<file path="config.mk">
export PLATFORM = sky130hd
export DESIGN_NAME = irq_cpu_router
export DESIGN_NICKNAME = d
export VERILOG_FILES = /design/src/rtl/irq_router_pkg.sv /design/src/rtl/irq_router_csrdec.sv /design/src/rtl/irq_router_lane.sv /design/src/rtl/irq_cpu_router.sv
export SDC_FILE = /design/constraint.sdc
export NUM_CORES = 1
export LEC_CHECK = 0
export BUFFER_PORTS_ARGS = -buffer_cell sky130_fd_sc_hd__buf_2
export CAP_MARGIN = 5
export CORE_MARGIN = 4
export CORE_UTILIZATION = 50
export CTS_BUF_LIST = sky130_fd_sc_hd__clkbuf_4 sky130_fd_sc_hd__clkbuf_8 sky130_fd_sc_hd__clkbuf_16
export CTS_CLUSTER_DIAMETER = 60
export DETAILED_ROUTE_END_ITERATION = 6
export PLACE_DENSITY_LB_ADDON = 0.25
export SLEW_MARGIN = 20
export SYNTH_ARGS = -nofsm -noshare
export SYNTH_HDL_FRONTEND = slang
export SYNTH_HIERARCHICAL = 1
export SYNTH_SLANG_ARGS = --single-unit
</file>
<file path="constraint.sdc">
create_clock -name clk -period 3.37 [get_ports clk]
set_input_delay 0.5055 -clock clk [delete_from_list [all_inputs] [get_ports clk]]
set_output_delay 0.5055 -clock clk [all_outputs]
set_load 0.1 [all_outputs]
</file>
<file path="src/rtl/irq_router_pkg.sv">
package irq_router_pkg;
  localparam int CSR_AW  = 12;
  localparam int DATA_W  = 64;
  localparam int MAX_CPU = 4;

  typedef enum logic [2:0] {
    REG_NONE,
    REG_MASK,
    REG_PEND,
    REG_RAW,
    REG_CNT
  } reg_kind_e;

  typedef struct packed {
    reg_kind_e   kind;
    logic [1:0]  cpu;
  } reg_sel_t;

  function automatic reg_sel_t decode_off(input logic [CSR_AW-1:0] off);
    reg_sel_t s;
    s.kind = REG_NONE;
    s.cpu  = 2'd0;
    case (off)
      12'h200: begin s.kind = REG_MASK; s.cpu = 2'd0; end
      12'h240: begin s.kind = REG_MASK; s.cpu = 2'd1; end
      12'h600: begin s.kind = REG_MASK; s.cpu = 2'd2; end
      12'h640: begin s.kind = REG_MASK; s.cpu = 2'd3; end
      12'h280: begin s.kind = REG_PEND; s.cpu = 2'd0; end
      12'h2C0: begin s.kind = REG_PEND; s.cpu = 2'd1; end
      12'h680: begin s.kind = REG_PEND; s.cpu = 2'd2; end
      12'h6C0: begin s.kind = REG_PEND; s.cpu = 2'd3; end
      12'h380: begin s.kind = REG_CNT;  s.cpu = 2'd0; end
      12'h3C0: begin s.kind = REG_CNT;  s.cpu = 2'd1; end
      12'h700: begin s.kind = REG_CNT;  s.cpu = 2'd2; end
      12'h740: begin s.kind = REG_CNT;  s.cpu = 2'd3; end
      12'h300: begin s.kind = REG_RAW;  s.cpu = 2'd0; end
      default: ;
    endcase
    return s;
  endfunction
endpackage

</file>
<file path="src/rtl/irq_router_csrdec.sv">
module irq_router_csrdec
  import irq_router_pkg::*;
(
  input  logic              req_i,
  input  logic              we_i,
  input  logic [CSR_AW-1:0] addr_i,
  output reg_sel_t          sel_o,
  output logic              unmapped_o,
  output logic [MAX_CPU-1:0] mask_we_o,
  output logic [MAX_CPU-1:0] cnt_we_o
);
  reg_sel_t sel;

  always_comb sel = decode_off(addr_i);

  assign sel_o      = sel;
  assign unmapped_o = (sel.kind == REG_NONE);

  for (genvar c = 0; c < MAX_CPU; c++) begin : g_we
    assign mask_we_o[c] = req_i && we_i && (sel.kind == REG_MASK) && (sel.cpu == 2'(c));
    assign cnt_we_o[c]  = req_i && we_i && (sel.kind == REG_CNT)  && (sel.cpu == 2'(c));
  end
endmodule

</file>
<file path="src/rtl/irq_router_lane.sv">
module irq_router_lane #(
  parameter int   LINES   = 64,
  parameter int   CNT_W   = 24,
  parameter logic PRESENT = 1'b1
) (
  input  logic             clk,
  input  logic             rst_n,
  input  logic [LINES-1:0] raw_i,
  input  logic             mask_we_i,
  input  logic [LINES-1:0] mask_wdata_i,
  input  logic             cnt_we_i,
  input  logic [CNT_W-1:0] cnt_wdata_i,
  input  logic             tick_rise_i,
  output logic [LINES-1:0] mask_o,
  output logic [LINES-1:0] pend_o,
  output logic [CNT_W:0]   cnt_o,
  output logic             irq_o,
  output logic             tick_pulse_o
);
  logic [LINES-1:0] mask_q;
  logic [CNT_W:0]   cnt_q;
  logic [CNT_W:0]   dec;
  logic [CNT_W:0]   cnt_next;
  logic             pulse_q;

  assign dec      = cnt_q - 1'b1;
  assign cnt_next = {dec[CNT_W] | cnt_q[CNT_W], dec[CNT_W-1:0]};

  always_ff @(posedge clk) begin
    if (!rst_n) begin
      mask_q  <= '0;
      cnt_q   <= '0;
      pulse_q <= 1'b0;
    end else begin
      if (mask_we_i) mask_q <= mask_wdata_i;
      if (cnt_we_i)
        cnt_q <= {1'b0, cnt_wdata_i};
      else if (tick_rise_i && PRESENT)
        cnt_q <= cnt_next;
      pulse_q <= !cnt_we_i && tick_rise_i && PRESENT && cnt_next[CNT_W];
    end
  end

  assign mask_o       = mask_q;
  assign pend_o       = mask_q & raw_i;
  assign cnt_o        = cnt_q;
  assign irq_o        = PRESENT && (|pend_o);
  assign tick_pulse_o = pulse_q;


  mask_write_chk: assert property (@(posedge clk) disable iff (!rst_n)
    mask_we_i |=> mask_q == $past(mask_wdata_i));


  cnt_write_chk: assert property (@(posedge clk) disable iff (!rst_n)
    cnt_we_i |=> cnt_q == {1'b0, $past(cnt_wdata_i)});


  overflow_sticky_chk: assert property (@(posedge clk) disable iff (!rst_n)
    (cnt_q[CNT_W] && !cnt_we_i) |=> cnt_q[CNT_W]);


  pulse_cause_chk: assert property (@(posedge clk) disable iff (!rst_n)
    tick_pulse_o |-> (cnt_q[CNT_W] && $past(tick_rise_i)));


  absent_hold_chk: assert property (@(posedge clk) disable iff (!rst_n)
    (!PRESENT && !cnt_we_i) |=> cnt_q == $past(cnt_q));
endmodule

</file>
<file path="src/rtl/irq_cpu_router.sv">
module irq_cpu_router
  import irq_router_pkg::*;
#(
  parameter int               LINES       = 64,
  parameter int               LEGACY_BIT  = 55,
  parameter int               CNT_W       = 24,
  parameter logic [MAX_CPU-1:0] CPU_PRESENT = 4'b1011
) (
  input  logic               clk,
  input  logic               rst_n,
  input  logic [LINES-1:0]   dev_irq_i,
  input  logic               legacy_irq_i,
  input  logic               tick_i,
  input  logic               csr_req_i,
  input  logic               csr_we_i,
  input  logic [CSR_AW-1:0]  csr_addr_i,
  input  logic [DATA_W-1:0]  csr_wdata_i,
  output logic               csr_rvalid_o,
  output logic [DATA_W-1:0]  csr_rdata_o,
  output logic               csr_err_o,
  output logic [MAX_CPU-1:0] cpu_irq_o,
  output logic [MAX_CPU-1:0] cpu_tick_o
);
  localparam logic [LINES-1:0] LEGACY_MASK = LINES'(1) << LEGACY_BIT;

  logic [LINES-1:0]   raw_q;
  logic               tick_q;
  logic               tick_rise;
  reg_sel_t           sel;
  logic               unmapped;
  logic [MAX_CPU-1:0] mask_we;
  logic [MAX_CPU-1:0] cnt_we;
  logic [LINES-1:0]   mask_a [MAX_CPU];
  logic [LINES-1:0]   pend_a [MAX_CPU];
  logic [CNT_W:0]     cnt_a  [MAX_CPU];
  logic [DATA_W-1:0]  rd_mux;
  logic               rvalid_q;
  logic               err_q;
  logic [DATA_W-1:0]  rdata_q;

  assign tick_rise = tick_i && !tick_q;

  always_ff @(posedge clk) begin
    if (!rst_n) begin
      raw_q  <= '0;
      tick_q <= 1'b0;
    end else begin
      raw_q  <= dev_irq_i | (legacy_irq_i ? LEGACY_MASK : '0);
      tick_q <= tick_i;
    end
  end

  irq_router_csrdec u_dec (
    .req_i      (csr_req_i),
    .we_i       (csr_we_i),
    .addr_i     (csr_addr_i),
    .sel_o      (sel),
    .unmapped_o (unmapped),
    .mask_we_o  (mask_we),
    .cnt_we_o   (cnt_we)
  );

  for (genvar c = 0; c < MAX_CPU; c++) begin : g_lane
    irq_router_lane #(
      .LINES   (LINES),
      .CNT_W   (CNT_W),
      .PRESENT (CPU_PRESENT[c])
    ) u_lane (
      .clk          (clk),
      .rst_n        (rst_n),
      .raw_i        (raw_q),
      .mask_we_i    (mask_we[c]),
      .mask_wdata_i (csr_wdata_i[LINES-1:0]),
      .cnt_we_i     (cnt_we[c]),
      .cnt_wdata_i  (csr_wdata_i[CNT_W-1:0]),
      .tick_rise_i  (tick_rise),
      .mask_o       (mask_a[c]),
      .pend_o       (pend_a[c]),
      .cnt_o        (cnt_a[c]),
      .irq_o        (cpu_irq_o[c]),
      .tick_pulse_o (cpu_tick_o[c])
    );


    irq_needs_raw_chk: assert property (@(posedge clk) disable iff (!rst_n)
      cpu_irq_o[c] |-> (|raw_q));
  end

  always_comb begin
    case (sel.kind)
      REG_MASK: rd_mux = DATA_W'(mask_a[sel.cpu]);
      REG_PEND: rd_mux = DATA_W'(pend_a[sel.cpu]);
      REG_RAW:  rd_mux = DATA_W'(raw_q);
      REG_CNT:  rd_mux = DATA_W'(cnt_a[sel.cpu]);
      default:  rd_mux = '1;
    endcase
  end

  always_ff @(posedge clk) begin
    if (!rst_n) begin
      rvalid_q <= 1'b0;
      err_q    <= 1'b0;
      rdata_q  <= '0;
    end else begin
      rvalid_q <= csr_req_i && !csr_we_i;
      err_q    <= csr_req_i && unmapped;
      if (csr_req_i && !csr_we_i) rdata_q <= rd_mux;
    end
  end

  assign csr_rvalid_o = rvalid_q;
  assign csr_err_o    = err_q;
  assign csr_rdata_o  = rdata_q;


  read_resp_chk: assert property (@(posedge clk) disable iff (!rst_n)
    csr_rvalid_o |-> $past(csr_req_i && !csr_we_i));


  unmapped_ones_chk: assert property (@(posedge clk) disable iff (!rst_n)
    (csr_err_o && csr_rvalid_o) |-> (csr_rdata_o == '1));
endmodule

</file>
**Yosys cells after proc, flatten, opt, wreduce, memory -nomap -nowiden**

Index checks and enable logic that the tools add are counted.
Widths: inputs -> output; s select.

- Bits in latches: 0
- Memory bits (writable): 0
- Input bits: 146
- Output and inout port bits: 74
- Logic and storage cells: 107
- Bits in read-only memories: 0
- Register bits: 489
- Memories: 0

- Add/subtract/negate cells: 3
- Shift-type cells: 0
- Order comparisons: 1
- Equal/unequal tests: 20
- $mul: 0
- Bitwise operators: 10
- Muxes and demuxes: 18
- Div/mod/pow operators: 0
- Reduce and logical (&&, ||, !) cells: 36

Operators by type and width:

| kind | count |
|---|---|
| $and 64x64->64 | 4 |
| $bmux 64 s2 | 2 |
| $mux 64 | 4 |
| $pmux 64 s4 | 1 |
| $reduce_or 64->1 | 3 |
| $mux 24 | 6 |
| $eq 12x10->1 const B | 7 |
| $sub 25x1->25 const B | 3 |
| $eq 12x11->1 const B | 6 |
| $pmux 5 s13 | 1 |
| $or 64x56->64 | 1 |
| $mux 56 | 1 |
| $bmux 25 s2 | 1 |
| $mux 25 | 2 |
| $logic_and 1x1->1 | 20 |
| $eq 3x2->1 const B | 2 |
| $reduce_bool 2->1 | 3 |
| $reduce_or 2->1 | 3 |
| $logic_not 1->1 | 5 |
| $eq 2x2->1 const B | 2 |
| $eq 3x1->1 const B | 1 |
| $eq 3x3->1 const B | 1 |
| $ge 3x3->1 const B | 1 |
| $logic_not 3->1 | 1 |
| other kinds (5) | 7 |

**Depth between registers and ports, before layout**

Gate-level depths: netlist of run 1.

- Depth in word-level cells: 8
- Depth in mapped cells: 11
- Mapped depth without buffers: 7

**Cells and area by module**

The synthesis of run 1 kept the hierarchy.

By module, submodules not included:

| module | seq. area each (sq um) | times used | area each (sq um) | cells each |
|---|---|---|---|---|
| irq_router_lane at g_lane[0].u_lane ... | 1801.7 | 3 | 4329.2 | 480 |
| irq_cpu_router | 2622.5 | 1 | 8927.3 | 955 |
| irq_router_lane at g_lane[2].u_lane | 1761.7 | 1 | 3791.1 | 351 |
| irq_router_csrdec | 0.0 | 1 | 236.5 | 38 |

**Worst setup path before layout of run 1**

Ideal clock, no wire load.

- Path kind: reg-to-output
- From: reg raw_q[10]
- To: out cpu_irq_o[3]
- Stages on the path, launching flop included: 5
- Data required time: 2864 ps
- Slack: 693 ps
- Buffers on the path: 0
- Arrival time: 2171 ps
- Cell sequence: dfxtp_1 > and2_1 > or4_1 > nor4_1 > nand4_1

RTL lines:

| element | RTL line | source |
|---|---|---|
| start: declaration | irq_cpu_router.sv:26 | `logic [LINES-1:0] raw_q;` |
| start signal: assignment | irq_cpu_router.sv:48 | `raw_q <= dev_irq_i \| (legacy_irq_i ? LEGACY_MASK : '0);` |
| end: declaration | irq_cpu_router.sv:21 | `output logic [MAX_CPU-1:0] cpu_irq_o,` |

==> metrics.yaml, run 1 <==
utilization_pct: 58.3
async_flop_share_pct: 0
synthDistinctLibCells: 65
slowest_stage: "or4_1"
io_pins: 220
fin_crit_ns: 3.33
cts_buffer_depth: 3
drtIter0Drc: 1993
r2r-start: "g_lane[0].u_lane/cnt_o[0]$_SDFFE_PN0P_"
min_to: "raw_q[29]$_SDFF_PN0_"
final_cell_mix: "514 x mux2i_1, 489 x dfxtp_1, 321 x and2_1"
globalRouteOverflowTotal: 0
reg2reg_slack_ns: 1.08
clock.fmax_ghz: 0.301
syn_inst: 2784
synth_edf_count: 0
netlist_area_sq_mm: 0.0259
placedCellCount: 3556
whs_ns: 0.0906
power_density_mw_per_mm2: 493
post_drt_wl_per_cell_um: 23.8
end_kind: "output pin"
totalWireLength_um: 87200
synth_seq_area_share_pct: 37.7
cap_violations: 0
place_area_sq_mm: 0.0279
port_buffers: 217
syn_to_final_growth_pct: 15.2
timing.setup.tns_ns: 0
status: "finished, final reports clean"
fillerInstances: 4414
start_kind: "flop"
rr_endpoint: "g_lane[0].u_lane/cnt_o[20]$_SDFFE_PN0P_"
cts_tree: "built"
antenna_left: 0
final_area_sq_mm: 0.0299
initial_core_util_pct: 50.6
vias: 22800
fin_skew_ns: 0.0201
worstHoldStart: "dev_irq_i[29]"
report.final.slew_viol_count: 0
ys_ff_latch: 489
irDropWorstVdd_v: 0.000374
avgSynthCellArea_sq_um: 9.32
grt_max_degree: 176
rsz0062_at_grt: "no"
cts_max_level: 2
leakage_nw: 10.3
cts-root-buf: "clkbuf_16"
reg2reg_depth: 6
drcViolationCount: 0
cpMostUsedCell: "buf_4"
row_count: 83
cts_setup_buffers: 0
gp_congestion: 0.924
whs_path_depth: 2
first_pass_iters: 5
synthFlopType: "dfxtp_1"
core_area_sq_mm: 0.0513
nets: 3083
path_max_fanout: 5
hold_path_class: "input pin to flop"
cp_slowest_stage_delay_ns: 0.69
first_global_vias: 22900
tightest_slew_ns: 0.804
hold_viol_final: 0
post-route-period-util_pct: 98.7
viasPerCell: 6.22
arrival_ns: 2.82
cp_data_required_time_ns: 2.86
grt_pass1_wl_um: 134000
grt_antenna_before_repair: 3
grt_usage_pct: 29.9
dp_hpwl_um: 58600
worstPathCellList: "and2_1 -> or4_1 -> nor4_4 -> buf_4 -> nand4_1 -> buf_4"
fin_cells: 3659
setup-violations-final: 0
fp.dieH_um: 236
drive_gt1_share_pct: 16.2
die_x_um: 236
final_common_cell: "mux2i_1"
fp.dieArea_sq_mm: 0.0556
worstSetupPathType: "flop to output pin"
numCtsBuffers: 56
maxSlewHeadroom_pct: 46.1
clk_latency_ns: 0.62
yosysWarnings: 6
cts_sinks: 489
clkTransAtPathRegs_ns: 0.06
==> through the flow <==
stage | power (mW) | worst slack [ns]
floorplan | 7.85 | 0.693
global placement | 8.49 | 0.342
detailed placement | 8.54 | 0.279
CTS | 14.8 | 0.0345
global route | 15.2 | 0.00162
finish | 14.7 | 0.0440
==> flip-flops by register name (all words and copies together) (netlist names) <==
name / cells
g_lane.u_lane/mask_o: 256
g_lane.u_lane/cnt_o: 99
csr_rdata_o: 64
raw_q: 64
g_lane.u_lane/tick_pulse_o: 3
csr_err_o: 1
csr_rvalid_o: 1
tick_q: 1
==> report_power, final <==
| part | internal [mW] | switching (mW) |
|---|---|---|
| clock | 3.72 | 2.54 |
| combinational | 0.659 | 1.42 |
| sequential | 6.03 | 0.354 |
| total | 10.4 | 4.32 |
==> area by class of cell <==
type | count | area, sq um | area share (%)
antenna | 4 | 10.0 | 0.0335
clock buffer | 83 | 1700 | 5.70
clock inverter | 16 | 203 | 0.678
inverter | 16 | 60.1 | 0.201
multi-input combinational | 2077 | 15300 | 51.2
sequential | 489 | 9790 | 32.7
tap | 680 | 851 | 2.85
timing repair buffer | 294 | 1970 | 6.58
==> metal layers <==
| metal | up-vias | global-route usage (%) | share of wire, % |
|---|---|---|---|
| met3 | 204 | 4.64 | 7.3 |
| met5 | - | 0 | 0 |
| met2 | 1041 | 50.9 | 48 |
| met1 | 11100 | 38.1 | 41 |
| li1 | 10400 | - | - |
| met4 | 0 | 12.2 | 4.0 |
==> how the worst max path moves through the flow <==
stage | start | endpoint | cells past startpoint
after floorplan | raw_q[10]$_SDFF_PN0_ | cpu_irq_o[3] | 4
after global placement | raw_q[62]$_SDFF_PN0_ | cpu_irq_o[3] | 6
after detailed placement | csr_addr_i[11] | csr_rdata_o[17]$_SDFFE_PN0P_ | 9
after CTS | raw_q[62]$_SDFF_PN0_ | cpu_irq_o[1] | 6
after global routing | raw_q[62]$_SDFF_PN0_ | cpu_irq_o[1] | 6
final | raw_q[62]$_SDFF_PN0_ | cpu_irq_o[1] | 6
==> what timing repair did <==
| action | CTS | global route |
|---|---|---|
| gates resized for setup | 14 | 1 |
| endpoints found under the setup margin | 3 | 1 |
| pin swaps | 0 | 0 |
| hold buffers | 0 | 0 |
==> Yosys cell counts, drive strengths merged (24+ instances only) <==
cell type / count / area (sq um)
nand2: 27 / 109
a21oi: 165 / 826
mux4: 39 / 878
o22ai: 113 / 707
and2: 321 / 2010
nor4: 30 / 248
dfxtp: 489 / 9790
a22oi: 24 / 180
nor2b: 92 / 576
o21bai: 25 / 188
or4: 51 / 383
clkbuf: 131 / 492
buf: 73 / 477
o21ai: 121 / 606
a211oi: 40 / 300
mux2i: 514 / 5140
nor2: 258 / 968
==> worst max-delay path, delay by kind of cell, from the launching register on <==
kind	cells	cell delay, ns
and+or+nand+nor	4	1.40
buffers and inverters	2	0.45
DFF	1	0.35
==> logic make-up (layout without fill, tap and decap cells) <==
| logic type | Yosys count | count (layout) | share of synthesized area [%] |
|---|---|---|---|
| xor+xnor | 37 | 37 | 1.25 |
| compound gates | 541 | 541 | 12.5 |
| fa+ha+maj | 3 | 3 | 0.145 |
| simple gates | 940 | 940 | 21.2 |
| flops | 489 | 489 | 37.7 |
| mux | 553 | 553 | 23.2 |
| other cells | 1 | 7 | 0.0145 |
| buf+inv | 220 | 409 | 3.96 |
No activity file was read; power rests on OpenSTA's default activity.
==> run 2: changes to the inputs <==
--- a/config.mk
+++ b/config.mk
@@ -12,7 +12,7 @@
 export CTS_BUF_LIST = sky130_fd_sc_hd__clkbuf_4 sky130_fd_sc_hd__clkbuf_8 sky130_fd_sc_hd__clkbuf_16
 export CTS_CLUSTER_DIAMETER = 60
 export DETAILED_ROUTE_END_ITERATION = 6
-export PLACE_DENSITY_LB_ADDON = 0.25
+export PLACE_DENSITY_LB_ADDON = 0.12
 export SLEW_MARGIN = 20
 export SYNTH_ARGS = -nofsm -noshare
 export SYNTH_HDL_FRONTEND = slang
==> run 2 against run 1 <==
Cell area decreased by 0.36%. Total power decreased by 0.23%. Fmax decreased by 0.96%. Die area unchanged. Worst setup slack got worse by 0.032 ns. Worst hold slack improved by 0.0097 ns. Clock skew decreased by 0.0066 ns. First-iteration DRC count increased by 1.2%. Critical path depth decreased by 1. Combinational power about the same.
==> metrics.yaml, run 2 (synthesis gave the netlist of run 1 again) <==
status: "finished, final reports clean"
first_pass_iters: 5  # unchanged
row_count: 83  # unchanged
cts_buffer_depth: 3  # unchanged
grt_usage_pct: 30.0  # +0.054 points
irDropWorstVdd_v: 0.000467  # +25%
fp.dieH_um: 236  # unchanged
fin_skew_ns: 0.0135  # -0.00656 ns
port_buffers: 217  # unchanged
globalRouteOverflowTotal: 0  # unchanged
worstSetupPathType: "flop to output pin"
cap_violations: 0  # unchanged
drcViolationCount: 0  # unchanged
grt-busiest-layer: "met2"
hold_path_class: "input pin to flop"
grt_antenna_before_repair: 0  # -3
timing.setup.tns_ns: 0  # unchanged
utilization_pct: 58.1  # -0.21 points
grt_max_degree: 114  # -35%
core_area_sq_mm: 0.0513  # unchanged
setup-violations-final: 0  # unchanged
use_met2_pct: 49.6  # -1.4 points
nets: 3079  # -0.13%
vias: 22500  # -1.2%
report.final.slew_viol_count: 0  # unchanged
post_drt_wl_per_cell_um: 23.9  # +0.31%
drtIter0Drc: 2016  # +1.2%
cts_sinks: 489  # unchanged
cts_max_level: 2  # unchanged
syn_to_final_growth_pct: 14.8
maxSlewHeadroom_pct: 37.2  # -8.9 points
totalWireLength_um: 87300  # +0.12%
end_kind: "output pin"
post-route-period-util_pct: 99.7  # +0.96 points
cts-root-buf: "clkbuf_16"
viasPerCell: 6.16  # -1.0%
fin_crit_ns: 3.36  # +0.0323 ns
cts_setup_buffers: 0  # unchanged
cts_tree: "built"
fp.dieArea_sq_mm: 0.0556  # unchanged
drive_gt1_share_pct: 16.0  # -0.21 points
tightest_slew_ns: 0.941  # +0.138 ns
die_x_um: 236  # unchanged
cts_hold_buffers: 0  # unchanged
path_max_fanout: 5  # unchanged
cp_data_required_time_ns: 2.86  # about the same
cp_slowest_stage_delay_ns: 0.56  # -0.13 ns
antenna_left: 0  # unchanged
largest_register_ffs: 256  # unchanged
use_met1_pct: 38.8  # +0.77 points
io_pins: 220  # unchanged
start_kind: "flop"
slowest_stage: "or4_1"
use_met3_pct: 4.52  # -0.12 points
grt_pass1_wl_um: 133000  # -0.89%
hold_viol_final: 0  # unchanged
final_common_cell: "mux2i_1"
gp_congestion: 0.881  # -4.6%
clkTransAtPathRegs_ns: 0.06  # about the same
initial_core_util_pct: 50.6  # unchanged
first_global_vias: 22400  # -2.3%
final_cell_mix: "514 x mux2i_1, 489 x dfxtp_1, 321 x and2_1"
dp_hpwl_um: 57700  # -1.5%
clk_latency_ns: 0.61  # about the same
leakage_nw: 10.2  # -0.24%
worstPathCellList: "and2_1 -> or4_1 -> nor4_1 -> nand4_1 -> buf_4"
rsz0062_at_grt: "no"
numCtsBuffers: 56  # unchanged
power_density_mw_per_mm2: 493  # +0.13%
arrival_ns: 2.85  # +0.03 ns
clock.fmax_ghz: 0.298  # -0.96%
run 2: repair_timing:
item / CTS / global route
setup endpoints to repair: 3 / 2
gates resized for setup: 5 / 3
gates cloned: 0 / 0
run 2: power breakdown:
group,switching [mW],internal [mW],leakage [nW],total [mW]
combinational,1.41,0.665,5.30,2.08
sequential,0.355,6.03,3.98,6.38
clock,2.49,3.75,0.952,6.24
run 2: cell type report:
type | instances | area, sq um
antenna | 1 | 2.50
clock buffer | 84 | 1730
clock inverter | 15 | 170
fill | 4638 | 21500
inverter | 16 | 60.1
multi-input combinational | 2077 | 15300
sequential | 489 | 9790
tap | 680 | 851
timing repair buffer | 290 | 1920
run 2: critical path: cells and delay by family (launching register included):
family | cells | cell delay, ns
buffers and inverters | 1 | 0.32
flip-flops | 1 | 0.39
AND/OR/NAND/NOR | 4 | 1.53
run 2: path summary, 6_finish.rpt:
kind,from,to,slack [ns],cells after the start
setup reg to reg,g_lane[1].u_lane/cnt_o[0]$_SDFFE_PN0P_,g_lane[1].u_lane/cnt_o[20]$_SDFFE_PN0P_,0.94,6
hold / removal,dev_irq_i[61],raw_q[61]$_SDFF_PN0_,0.10,2
hold reg to reg,g_lane[0].u_lane/mask_o[1]$_SDFFE_PN0P_,g_lane[0].u_lane/mask_o[1]$_SDFFE_PN0P_,0.51,2
setup / recovery,raw_q[7]$_SDFF_PN0_,cpu_irq_o[3],0.01,5
run 2: stage by stage:
step | hold slack [ns] | cell area (sq um) | std cells | setup WS, ns | total power, mW
floorplan | 0.463 | 25900 | 2786 | 0.693 | 7.85
global placement | 0.475 | 27800 | 3552 | 0.366 | 8.48
detailed placement | 0.492 | 27800 | 3552 | 0.299 | 8.53
CTS | 0.0705 | 29800 | 3651 | 0.00961 | 14.8
global route | 0.0849 | 29800 | 3651 | 0.0115 | 15.2
finish | 0.100 | 29800 | 3652 | 0.0117 | 14.7
run 2: per-layer routing:
| metal | vias up | wire length [um] |
|---|---|---|
| met5 | - | 0 |
| met1 | 11000 | 36800 |
| li1 | 10400 | - |
| met2 | 888 | 40600 |
| met3 | 215 | 5650 |
| met4 | 0 | 4220 |
